==> src/rtl/uart_tx_pkg.sv <==
package uart_tx_pkg;

  typedef enum logic {
    SH_IDLE = 1'b0,
    SH_SEND = 1'b1
  } sh_state_t;

  // Number of line bits in one character: start + data + stop.
  function automatic int frame_len(input int data_w);
    return data_w + 2;
  endfunction

endpackage

==> src/rtl/uart_tx_hold.sv <==
module uart_tx_hold #(
  parameter int DATA_W = 8
) (
  input  logic              clk,
  input  logic              rst_n,
  input  logic              wr_en,
  input  logic [DATA_W-1:0] wr_data,
  input  logic              tx_enable,
  input  logic              take,
  output logic              hold_valid,
  output logic [DATA_W-1:0] hold_data,
  output logic              accept
);

  // A write lands only when the slot is free and the channel is enabled.
  assign accept = wr_en & ~hold_valid & tx_enable;

  always_ff @(posedge clk) begin
    if (!rst_n) begin
      hold_valid <= 1'b0;
      hold_data  <= '0;
    end else if (accept) begin
      hold_valid <= 1'b1;
      hold_data  <= wr_data;
    end else if (take) begin
      hold_valid <= 1'b0;
    end
  end

  assert_accept_fills_R2: assert property (@(posedge clk) disable iff (!rst_n)
    accept |=> hold_valid);

  assert_drop_keeps_byte_R3: assert property (@(posedge clk) disable iff (!rst_n)
    (wr_en && !accept) |=> $stable(hold_data));

  assert_take_needs_byte_R4: assert property (@(posedge clk) disable iff (!rst_n)
    take |-> hold_valid);

endmodule

==> src/rtl/uart_tx_shift.sv <==
module uart_tx_shift
  import uart_tx_pkg::*;
#(
  parameter int DATA_W = 8
) (
  input  logic              clk,
  input  logic              rst_n,
  input  logic              baud_tick,
  input  logic              tx_enable,
  input  logic              hold_valid,
  input  logic [DATA_W-1:0] hold_data,
  output logic              take,
  output logic              busy,
  output logic              txd
);

  localparam int FRAME_W = frame_len(DATA_W);
  localparam int POS_W   = $clog2(FRAME_W);
  localparam logic [POS_W-1:0] LAST_POS = POS_W'(FRAME_W - 1);

  sh_state_t          state;
  logic [FRAME_W-1:0] frame;
  logic [POS_W-1:0]   pos;
  logic               at_end;

  // Line image of a character, bit 0 goes out first.
  function automatic logic [FRAME_W-1:0] make_frame(input logic [DATA_W-1:0] d);
    return {1'b1, d, 1'b0};
  endfunction

  assign at_end = (state == SH_IDLE) || (pos == LAST_POS);
  assign take   = baud_tick & at_end & hold_valid & tx_enable;
  assign busy   = (state == SH_SEND);
  assign txd    = busy ? frame[0] : 1'b1;

  always_ff @(posedge clk) begin
    if (!rst_n) begin
      state <= SH_IDLE;
      frame <= '1;
      pos   <= '0;
    end else if (baud_tick) begin
      if (take) begin
        state <= SH_SEND;
        frame <= make_frame(hold_data);
        pos   <= '0;
      end else if (state == SH_SEND) begin
        if (pos == LAST_POS) begin
          state <= SH_IDLE;
        end else begin
          pos   <= pos + 1'b1;
          frame <= {1'b1, frame[FRAME_W-1:1]};
        end
      end
    end
  end

  assert_line_moves_on_tick_R6: assert property (@(posedge clk) disable iff (!rst_n)
    !baud_tick |=> $stable(txd));

  assert_start_bit_low_R5: assert property (@(posedge clk) disable iff (!rst_n)
    take |=> !txd);

endmodule

==> src/rtl/uart_tx_dbuf.sv <==
module uart_tx_dbuf #(
  parameter int DATA_W = 8
) (
  input  logic              clk,
  input  logic              rst_n,
  input  logic              wr_en,
  input  logic [DATA_W-1:0] wr_data,
  input  logic              tx_enable,
  input  logic              baud_tick,
  output logic              txd,
  output logic              tx_rdy,
  output logic              tx_emp
);

  logic              hold_valid;
  logic [DATA_W-1:0] hold_data;
  logic              accept;
  logic              take;
  logic              shift_busy;

  uart_tx_hold #(.DATA_W(DATA_W)) u_hold (
    .clk        (clk),
    .rst_n      (rst_n),
    .wr_en      (wr_en),
    .wr_data    (wr_data),
    .tx_enable  (tx_enable),
    .take       (take),
    .hold_valid (hold_valid),
    .hold_data  (hold_data),
    .accept     (accept)
  );

  uart_tx_shift #(.DATA_W(DATA_W)) u_shift (
    .clk        (clk),
    .rst_n      (rst_n),
    .baud_tick  (baud_tick),
    .tx_enable  (tx_enable),
    .hold_valid (hold_valid),
    .hold_data  (hold_data),
    .take       (take),
    .busy       (shift_busy),
    .txd        (txd)
  );

  assign tx_rdy = ~hold_valid;
  assign tx_emp = ~hold_valid & ~shift_busy;

  assert_take_frees_slot_R4: assert property (@(posedge clk) disable iff (!rst_n)
    take |=> tx_rdy);

  assert_empty_line_high_R8: assert property (@(posedge clk) disable iff (!rst_n)
    tx_emp |-> txd);

  assert_disabled_stays_idle_R9: assert property (@(posedge clk) disable iff (!rst_n)
    (!tx_enable && !shift_busy) |=> !shift_busy);

  assert_accept_clears_flags_R2: assert property (@(posedge clk) disable iff (!rst_n)
    accept |=> (!tx_rdy && !tx_emp));

endmodule

==> config.mk <==
export PLATFORM = sky130hd
export DESIGN_NAME = uart_tx_dbuf
export DESIGN_NICKNAME = d
export VERILOG_FILES = /design/src/rtl/uart_tx_pkg.sv /design/src/rtl/uart_tx_hold.sv /design/src/rtl/uart_tx_shift.sv /design/src/rtl/uart_tx_dbuf.sv
export SDC_FILE = /design/constraint.sdc
export NUM_CORES = 1
export LEC_CHECK = 0
export BUFFER_PORTS_ARGS = -buffer_cell sky130_fd_sc_hd__buf_2
export CAP_MARGIN = 20
export CORE_UTILIZATION = 55
export CTS_BUF_LIST = sky130_fd_sc_hd__clkbuf_4
export DETAILED_ROUTE_END_ITERATION = 10
export PLACE_DENSITY = 0.73
export SLEW_MARGIN = 40
export SYNTH_ARGS = -nofsm -noshare
export SYNTH_HDL_FRONTEND = slang
export SYNTH_SLANG_ARGS = --single-unit
export TNS_END_PERCENT = 10
==> constraint.sdc <==
create_clock -name clk -period 1.54 [get_ports clk]
set_clock_uncertainty 0.05 [all_clocks]
set_input_delay 0.154 -clock clk [delete_from_list [all_inputs] [get_ports clk]]
set_output_delay 0.154 -clock clk [all_outputs]
set_load 0.02 [all_outputs]
==> run metrics, run 1 <==
CTS clk-pin slew, worst paths 0.13 ns; Fmax 0.687 GHz; die span in x about 48 µm; sequential fraction of the synthesis area 38.7%; Die Ht just under 50 µm; sw power about 270 µW; DRC violation count after routing 0; total track usage 21.8%; fin cells ~160; first-pass GRT wire length roughly 4000 µm; Synth cell types 41; Cell Area, Synth 0.00119 mm²; drt wl/cell 14.7 µm; Post-Synthesis Cells 122; GP Congestion 0.882; critical setup path kind flop to flop; IO Pins 16; Post-DRT Antenna Nets 0; slew margin rel. around 73%; FP Rows 16; Longest Clk Path Bufs 2; number of enable flip-flop cells after synthesis 0; root buf cell clkbuf_4; CP Capture Type flop; vias in the first global route around 870; syn nets 137; synth-to-layout area growth 9.47%; CP startpoint kind flop; vias 937; die area between 0.002 and 0.0025 mm²; Clock Power Share 27.1%; Yosys warning total 0; crit path time final 1.46 ns; R2R Setup Slk 0.08 ns; fin crit share 94.6%; combinational power share 12.1%; status completed; final hold viol count 0; Pwr Density roughly 800 mW/mm²; Final WS setup 0.0837 ns; input/output buffers 15; gr ovfl total 0; pre-CTS setup slack around 0.04 ns; drt total wl 2400 µm; Antenna Diode Count 0; Detailed Place HPWL 1750 µm; average cell area after synthesis around 9.7 µm²; Yosys reg bits 23; CTS Buf Count 3; largest net degree at the start of global routing 14; worst skew pair latency 0.31 ns; Total Power 1.04 mW; Core Footprint 0.00200 mm²; Sw Share 26.0%; Leak 0.549 nW; WP data arrival 1.61 ns; # nets final 152; worst min-delay path class input pin to flop; Num Clock Sinks 23; peak supply drop 0.613 mV; setup TNS 0 ns; Int Pwr 770 µW; initial core utilization between 50% and 60%; Top FF cell, synth dfxtp_1; CTS H-tree depth 1; FFs w/ async S/R, synth 0%; final-layout fill cell count 168; placed cells approximately 160; layout cells sized above 1 a little under a third; DR vias/cell 5.75; Seq pwr share 60.8%; Initial DRC Count 13; critical path peak fanout 12; max-cap violations 0; CTS tree yes; Worst Path Required ~1.7 ns; router iterations before antenna repair 4; WHS 0.0101 ns; initial antenna violation count 0; Final Max Tran Viols 0; Slew @ Worst Pin 0.399 ns; setup violators final 0
[worst max-delay path, stage by stage (launching register included)]
cell and delay [ns]:
dfxtp_1 0.35, inv_1 0.09, ha_2 0.21, nand3b_4 0.19
a21oi_4 0.33, a221oi_2 0.11
[cell usage in the layout, fill, tap and decap left out, types with 2 or more instances in the layout]
master | netlist | routed
a211oi_2 | 3 | 3
buf_4 | 3 | 4
a221oi_2 | 6 | 6
nand4_1 | 2 | 2
nor2_1 | 11 | 11
inv_1 | 9 | 9
a211oi_1 | 4 | 4
nand2b_1 | 4 | 4
o211ai_1 | 2 | 2
dfxtp_1 | 23 | 22
o21ai_1 | 2 | 2
nand3_1 | 4 | 4
nor3_1 | 7 | 7
buf_2 | 2 | 15
mux2i_1 | 9 | 9
nand2_1 | 3 | 3
clkbuf_4 | 0 | 3
nor4_2 | 0 | 2
[power groups by stage]
stage               Combinational [mW]  Clock, mW  Sequential (mW)
floorplan                       0.0863          0            0.641
global placement                 0.121          0            0.643
detailed placement               0.124          0            0.645
CTS                              0.124      0.282            0.632
global route                     0.137      0.310            0.635
finish                           0.126      0.282            0.632
[cell type report]
class	instances	area, µm²	area share [%]
Tap cell	27	33.8	2.60
Clock buffer	3	22.5	1.73
Sequential cell	23	462	35.5
Multi-Input combinational cell	81	639	49.1
Timing Repair Buffer	19	105	8.08
Clock inverter	1	5.00	0.385
Inverter	9	33.8	2.60
[metal layers]
| layer | share of wire (%) | GRT usage, % | vias up |
|---|---|---|---|
| met4 | 1.3 | 7.35 | 0 |
| met1 | 46 | 28.9 | 442 |
| met2 | 50 | 37.3 | 20 |
| li1 | - | - | 471 |
| met3 | 2.3 | 1.89 | 4 |
| met5 | 0 | 0 | - |
[metrics by stage]
| stage | utilization, % | area, µm² |
|---|---|---|
| CTS | 64.1 | 1280 |
| global placement | 62.7 | 1260 |
| floorplan | - | 1190 |
| detailed placement | 62.7 | 1260 |
| global route | 65.0 | 1300 |
| finish | 65.0 | 1300 |
[sequential cells by signal, summed over array words and instances, names as in the netlist]
register	count
u_shift.pos	4
u_hold.hold_valid	1
u_shift.frame	9
u_hold.hold_data	8
u_shift.busy	1
[repair_timing]
item / CTS / global route
hold buffers: 0 / 0
setup endpoints to repair: 0 / 9
resized for setup: 0 / 5
setup buffers: 0 / 0
[cell usage after synthesis (2+ instances only)]
cell      number  share of area, %
nand3_1        4               1.7
dfxtp_1       23                39
nor3_1         7               2.9
buf_4          3               1.9
nand2_1        3              0.95
buf_2          2              0.84
mux2i_1        9               7.6
ha_1           2               2.1
a211oi_1       4               2.5
a221oi_2       6               7.6
nor2_1        11               3.5
o21ai_1        2              0.84
nand4_1        2               1.1
o211ai_1       2               1.3
inv_1          9               2.8
nand2b_1       4               2.1
nor4_1         3               1.6
a211oi_2       3               3.2
[path summary, 6_finish.rpt]
path              cells past startpoint           startpoint             endpoint
hold reg to reg                       2  u_hold.hold_data[6]     u_shift.frame[7]
hold / removal                        3           wr_data[6]  u_hold.hold_data[6]
setup / recovery                      5       u_shift.pos[1]     u_shift.frame[4]
setup reg to reg                      5       u_shift.pos[1]     u_shift.frame[4]
[cell families (layout without fill, tap and decap cells)]
family	count (synthesis)	after routing	share of synthesized area, %
AO/OA/AOI/OAI	25	25	20.9
adder cells (fa/ha/maj)	2	2	2.10
buffers and inverters	18	32	8.84
flip-flops	23	23	38.7
multiplexers	9	9	7.58
AND/OR/NAND/NOR	45	45	21.8
Note: power is estimated with default switching activity, not from simulation.
==> run 2: changes to the inputs <==
- clock period: 1.54 -> 1.4 ns (I/O delays scaled with it)
==> run metrics, run 2 (synthesis gave the netlist of run 1 again) <==
status complete, but fails checks; violated checks negative hold slack; Longest Clk Path Bufs 2; DRC violation count after routing 0; Worst Path Required 1.59 ns; FP Rows 16; gr ovfl total 0; IO Pins 16; Leak 0.591 nW; critical path peak fanout 9; router iterations before antenna repair 4; Fmax 0.731 GHz; slew margin rel. between 60 and 70%; peak supply drop 0.818 mV; Pwr Density about 830 mW/mm²; Hold Path Cell Cnt 3; Total Power 1.17 mW; R2R Setup Slk roughly 0.033 ns; met1 wire length roughly 1100 µm; worst min-delay path class input pin to flop; CP Capture Type flop; root buf cell clkbuf_4; crit path time final 1.37 ns; biggest regs u_shift.frame x9, u_hold.hold_data x8, u_shift.pos x4; Final Max Tran Viols 0; worst skew pair latency 0.31 ns; final core utilization 70.0%; drt total wl around 2600 µm; Antenna Diode Count 0; RSZ-0062 raised after global routing true; met3 WL around 87 µm; first-pass GRT wire length around 4300 µm; FF-to-FF End u_shift.frame[7]; Post-DRT Antenna Nets 0; fin crit share a little over nine tenths; synth-to-layout area growth 17.9%; fin cells 170; met2 wire len 1340 µm; drt wl/cell 15.4 µm; max-cap violations 0; final hold viol count 1; largest net degree at the start of global routing 13; initial core utilization around 59%; WP data arrival between 1.5 and 2 ns; Core Footprint 0.00200 mm²; most common cell after layout, fill and taps aside dfxtp_1; r2r startpoint u_shift.pos[0]; FF-to-FF path depth 4; Num Clock Sinks 23; # nets final ~160; Die Ht 48.5 µm; placed cells 165; setup TNS 0 ns; die span in x 48.5 µm; Slew @ Worst Pin 0.463 ns; vias a little under 1,000; DR vias/cell between 5 and 6; die area 0.00235 mm²; Largest Register u_shift.frame; CTS Buf Count 3; layout cells sized above 1 38.5%; most frequent cells in the layout 22 x dfxtp_1, 15 x buf_2, 11 x nor2_1; Detailed Place HPWL 1850 µm; CP startpoint kind flop; CTS tree yes; GP Congestion 0.814; Initial DRC Count 18; CTS clk-pin slew, worst paths roughly 0.12 ns; input/output buffers 15; crit path launch u_shift.pos[0]; initial antenna violation count 0; CP endpoint u_shift.frame[7]; CTS H-tree depth 1; Top Metal Used met4; critical setup path kind flop to flop; setup violators final 0; vias in the first global route 926; WHS -0.00108 ns; max FFs per register 9; total track usage 23.8%
-- run 2: final cells by class --
| type | count | area (µm²) |
|---|---|---|
| Inverter | 9 | 33.8 |
| Tap cell | 27 | 33.8 |
| Multi-Input combinational cell | 81 | 678 |
| Timing Repair Buffer | 26 | 164 |
| Fill cell | 171 | 601 |
| Sequential cell | 23 | 462 |
| Clock buffer | 4 | 30.0 |
-- run 2: worst min-delay path by stage --
stage	slack, ns	to	startpoint
finish	-0.001	u_hold.hold_data[5]	wr_data[5]
detailed placement	0.33	u_hold.hold_data[7]	wr_data[7]
global route	0.01	u_hold.hold_data[6]	wr_data[6]
CTS	0.001	u_hold.hold_data[5]	wr_data[5]
floorplan	0.23	u_hold.hold_data[0]	wr_data[0]
global placement	0.32	u_hold.hold_data[6]	wr_data[6]
-- run 2: metrics by stage --
step | setup slack (ns) | cell area, µm²
final | 0.0327 | 1400
after floorplan | 0.00895 | 1190
after CTS | 0.0135 | 1350
after global routing | -0.0535 | 1400
after detailed placement | -0.0266 | 1300
after global placement | 0.00957 | 1300
-- run 2: worst max-delay path: stages, from the launching register on --
cell      delay (ns)
dfxtp_1         0.40
ha_4            0.17
and3b_2         0.34
nor2_2          0.10
a221oi_2        0.24
-- run 2: routing by layer --
layer / vias up / GRT usage (%)
met4: 0 / 10.8
met5: - / 0
li1: 486 / -
met1: 458 / 29.5
met2: 27 / 41.1
met3: 9 / 3.14
-- run 2: where the power goes --
| part | internal, mW | switching (mW) |
|---|---|---|
| combinational | 0.0648 | 0.0825 |
| clock | 0.131 | 0.195 |
| sequential | 0.680 | 0.0159 |
-- run 2: repair_timing --
item | 4_1_cts | 5_1_grt
gates cloned | 0 | 0
gates resized for setup | 5 | 9
hold buffers | 0 | 1
endpoints found under the hold margin | 0 | 1
buffers inserted | 0 | 0
pin swaps | 0 | 1
endpoints found under the setup margin | 9 | 13
==> run 3: changes to the inputs <==
- CORE_MARGIN: default -> 3
==> run metrics, run 3 (synthesis gave the netlist of run 1 again) <==
max-cap violations 0; Hold Path Cell Cnt 3; GRT met3 Usage approximately 5.4%; most frequent cells in the layout 23 x dfxtp_1, 15 x buf_2, 11 x nor2_1; r2r startpoint u_shift.pos[1]; crit path time final 1.40 ns; pre-CTS setup slack -0.0602 ns; Core Footprint 0.00200 mm²; DRC violation count after routing 0; GP Congestion 0.780; largest net degree at the start of global routing 15; CTS tree yes; biggest regs u_shift.frame x9, u_hold.hold_data x8, u_shift.pos x4; Placed Area between 0.001 and 0.0015 mm²; total track usage a little over a fifth; input/output buffers 15; Worst Path Required 1.56 ns; WP data arrival between 1.5 and 2 ns; Final WS setup -0.00139 ns; Hold Path Origin wr_data[1]; met1 Resource Use GR 24.6%; # nets final 165; die area around 0.0028 mm²; Pwr Density a little over 800 mW/mm²; first-pass GRT wire length 4350 µm; FF-to-FF path depth 5; Leak 0.609 nW; final core utilization 72.5%; busiest grt layer met2; peak supply drop 0.712 mV; Antenna Diode Count 0; post-layout instance area ~0.0015 mm²; Total Power 1.17 mW; critical path peak fanout 9; initial core utilization 59.4%; CP startpoint kind flop; gr ovfl total 0; fin cells 176; fin crit share 100%; status complete, but fails checks; Num Clock Sinks 23; root buf cell clkbuf_4; slew margin rel. 70.8%; IO Pins 16; setup TNS -0.00139 ns; Initial DRC Count 17; vias 992; Die Ht around 52 µm; layout cells sized above 1 35.6%; M2 GR Usage 38.2%; CP Capture Type flop; crit path launch u_shift.pos[1]; Post-DRT Antenna Nets 0; vias in the first global route between 1,000 and 1,500; Slew @ Worst Pin 0.438 ns; CTS Buf Count 3; Fmax 0.714 GHz; max FFs per register 9; CTS clk-pin slew, worst paths about 0.13 ns; placed cells 165; DR vias/cell 5.64; final hold viol count 0; critical setup path kind flop to flop; WHS 0.0179 ns; router iterations before antenna repair 4; worst min-delay path class input pin to flop; synth-to-layout area growth 22.1%; drt total wl 2810 µm; FP Rows 16; Largest Register u_shift.frame; drt wl/cell roughly 16 µm; initial antenna violation count 0; RSZ-0062 raised after global routing true; Longest Clk Path Bufs 2; Detailed Place HPWL 1880 µm; most common cell after layout, fill and taps aside dfxtp_1; violated checks negative setup slack; setup violators final 1; CTS H-tree depth 1; Final Max Tran Viols 0; worst skew pair latency 0.32 ns; die span in x around 52 µm
==> run 3: worst max-delay path, stage by stage (launching register included) <==
cell and delay [ns]:
dfxtp_1 0.37, inv_2 0.06, ha_4 0.16, and3b_2 0.28, nor4_1 0.31, a221oi_2 0.06
==> run 3: layout make-up <==
type,instances,area (µm²)
clock inverter,1,7.51
clock buffer,3,22.5
sequential,23,460
multi-input combinational,81,672
inverter,9,33.8
tap,27,33.8
fill,150,551
timing repair buffer,32,221
==> run 3: worst paths after layout <==
path                          to  slack, ns
max reg2reg     u_shift.frame[5]     -0.001
max             u_shift.frame[5]     -0.001
min          u_hold.hold_data[1]       0.02
min reg2reg     u_shift.frame[6]       0.43
==> run 3: repair_timing <==
action,in CTS,in global routing
gates resized for setup,4,8
hold buffers,6,0
setup endpoints to repair,11,11
setup buffers,0,1
endpoints found under the hold margin,6,0
==> run 3: per-layer routing <==
layer | wire, µm | share of wire (%)
met5 | 0 | 0
met4 | 88 | 3.1
met3 | 76 | 2.7
met2 | 1490 | 53
met1 | 1150 | 41
==> run 3: report_power, final <==
part / switching, mW / internal, mW / total [mW]
Combinational: 0.0837 / 0.0736 / 0.157
Clock: 0.206 / 0.110 / 0.316
Sequential: 0.0158 / 0.680 / 0.695
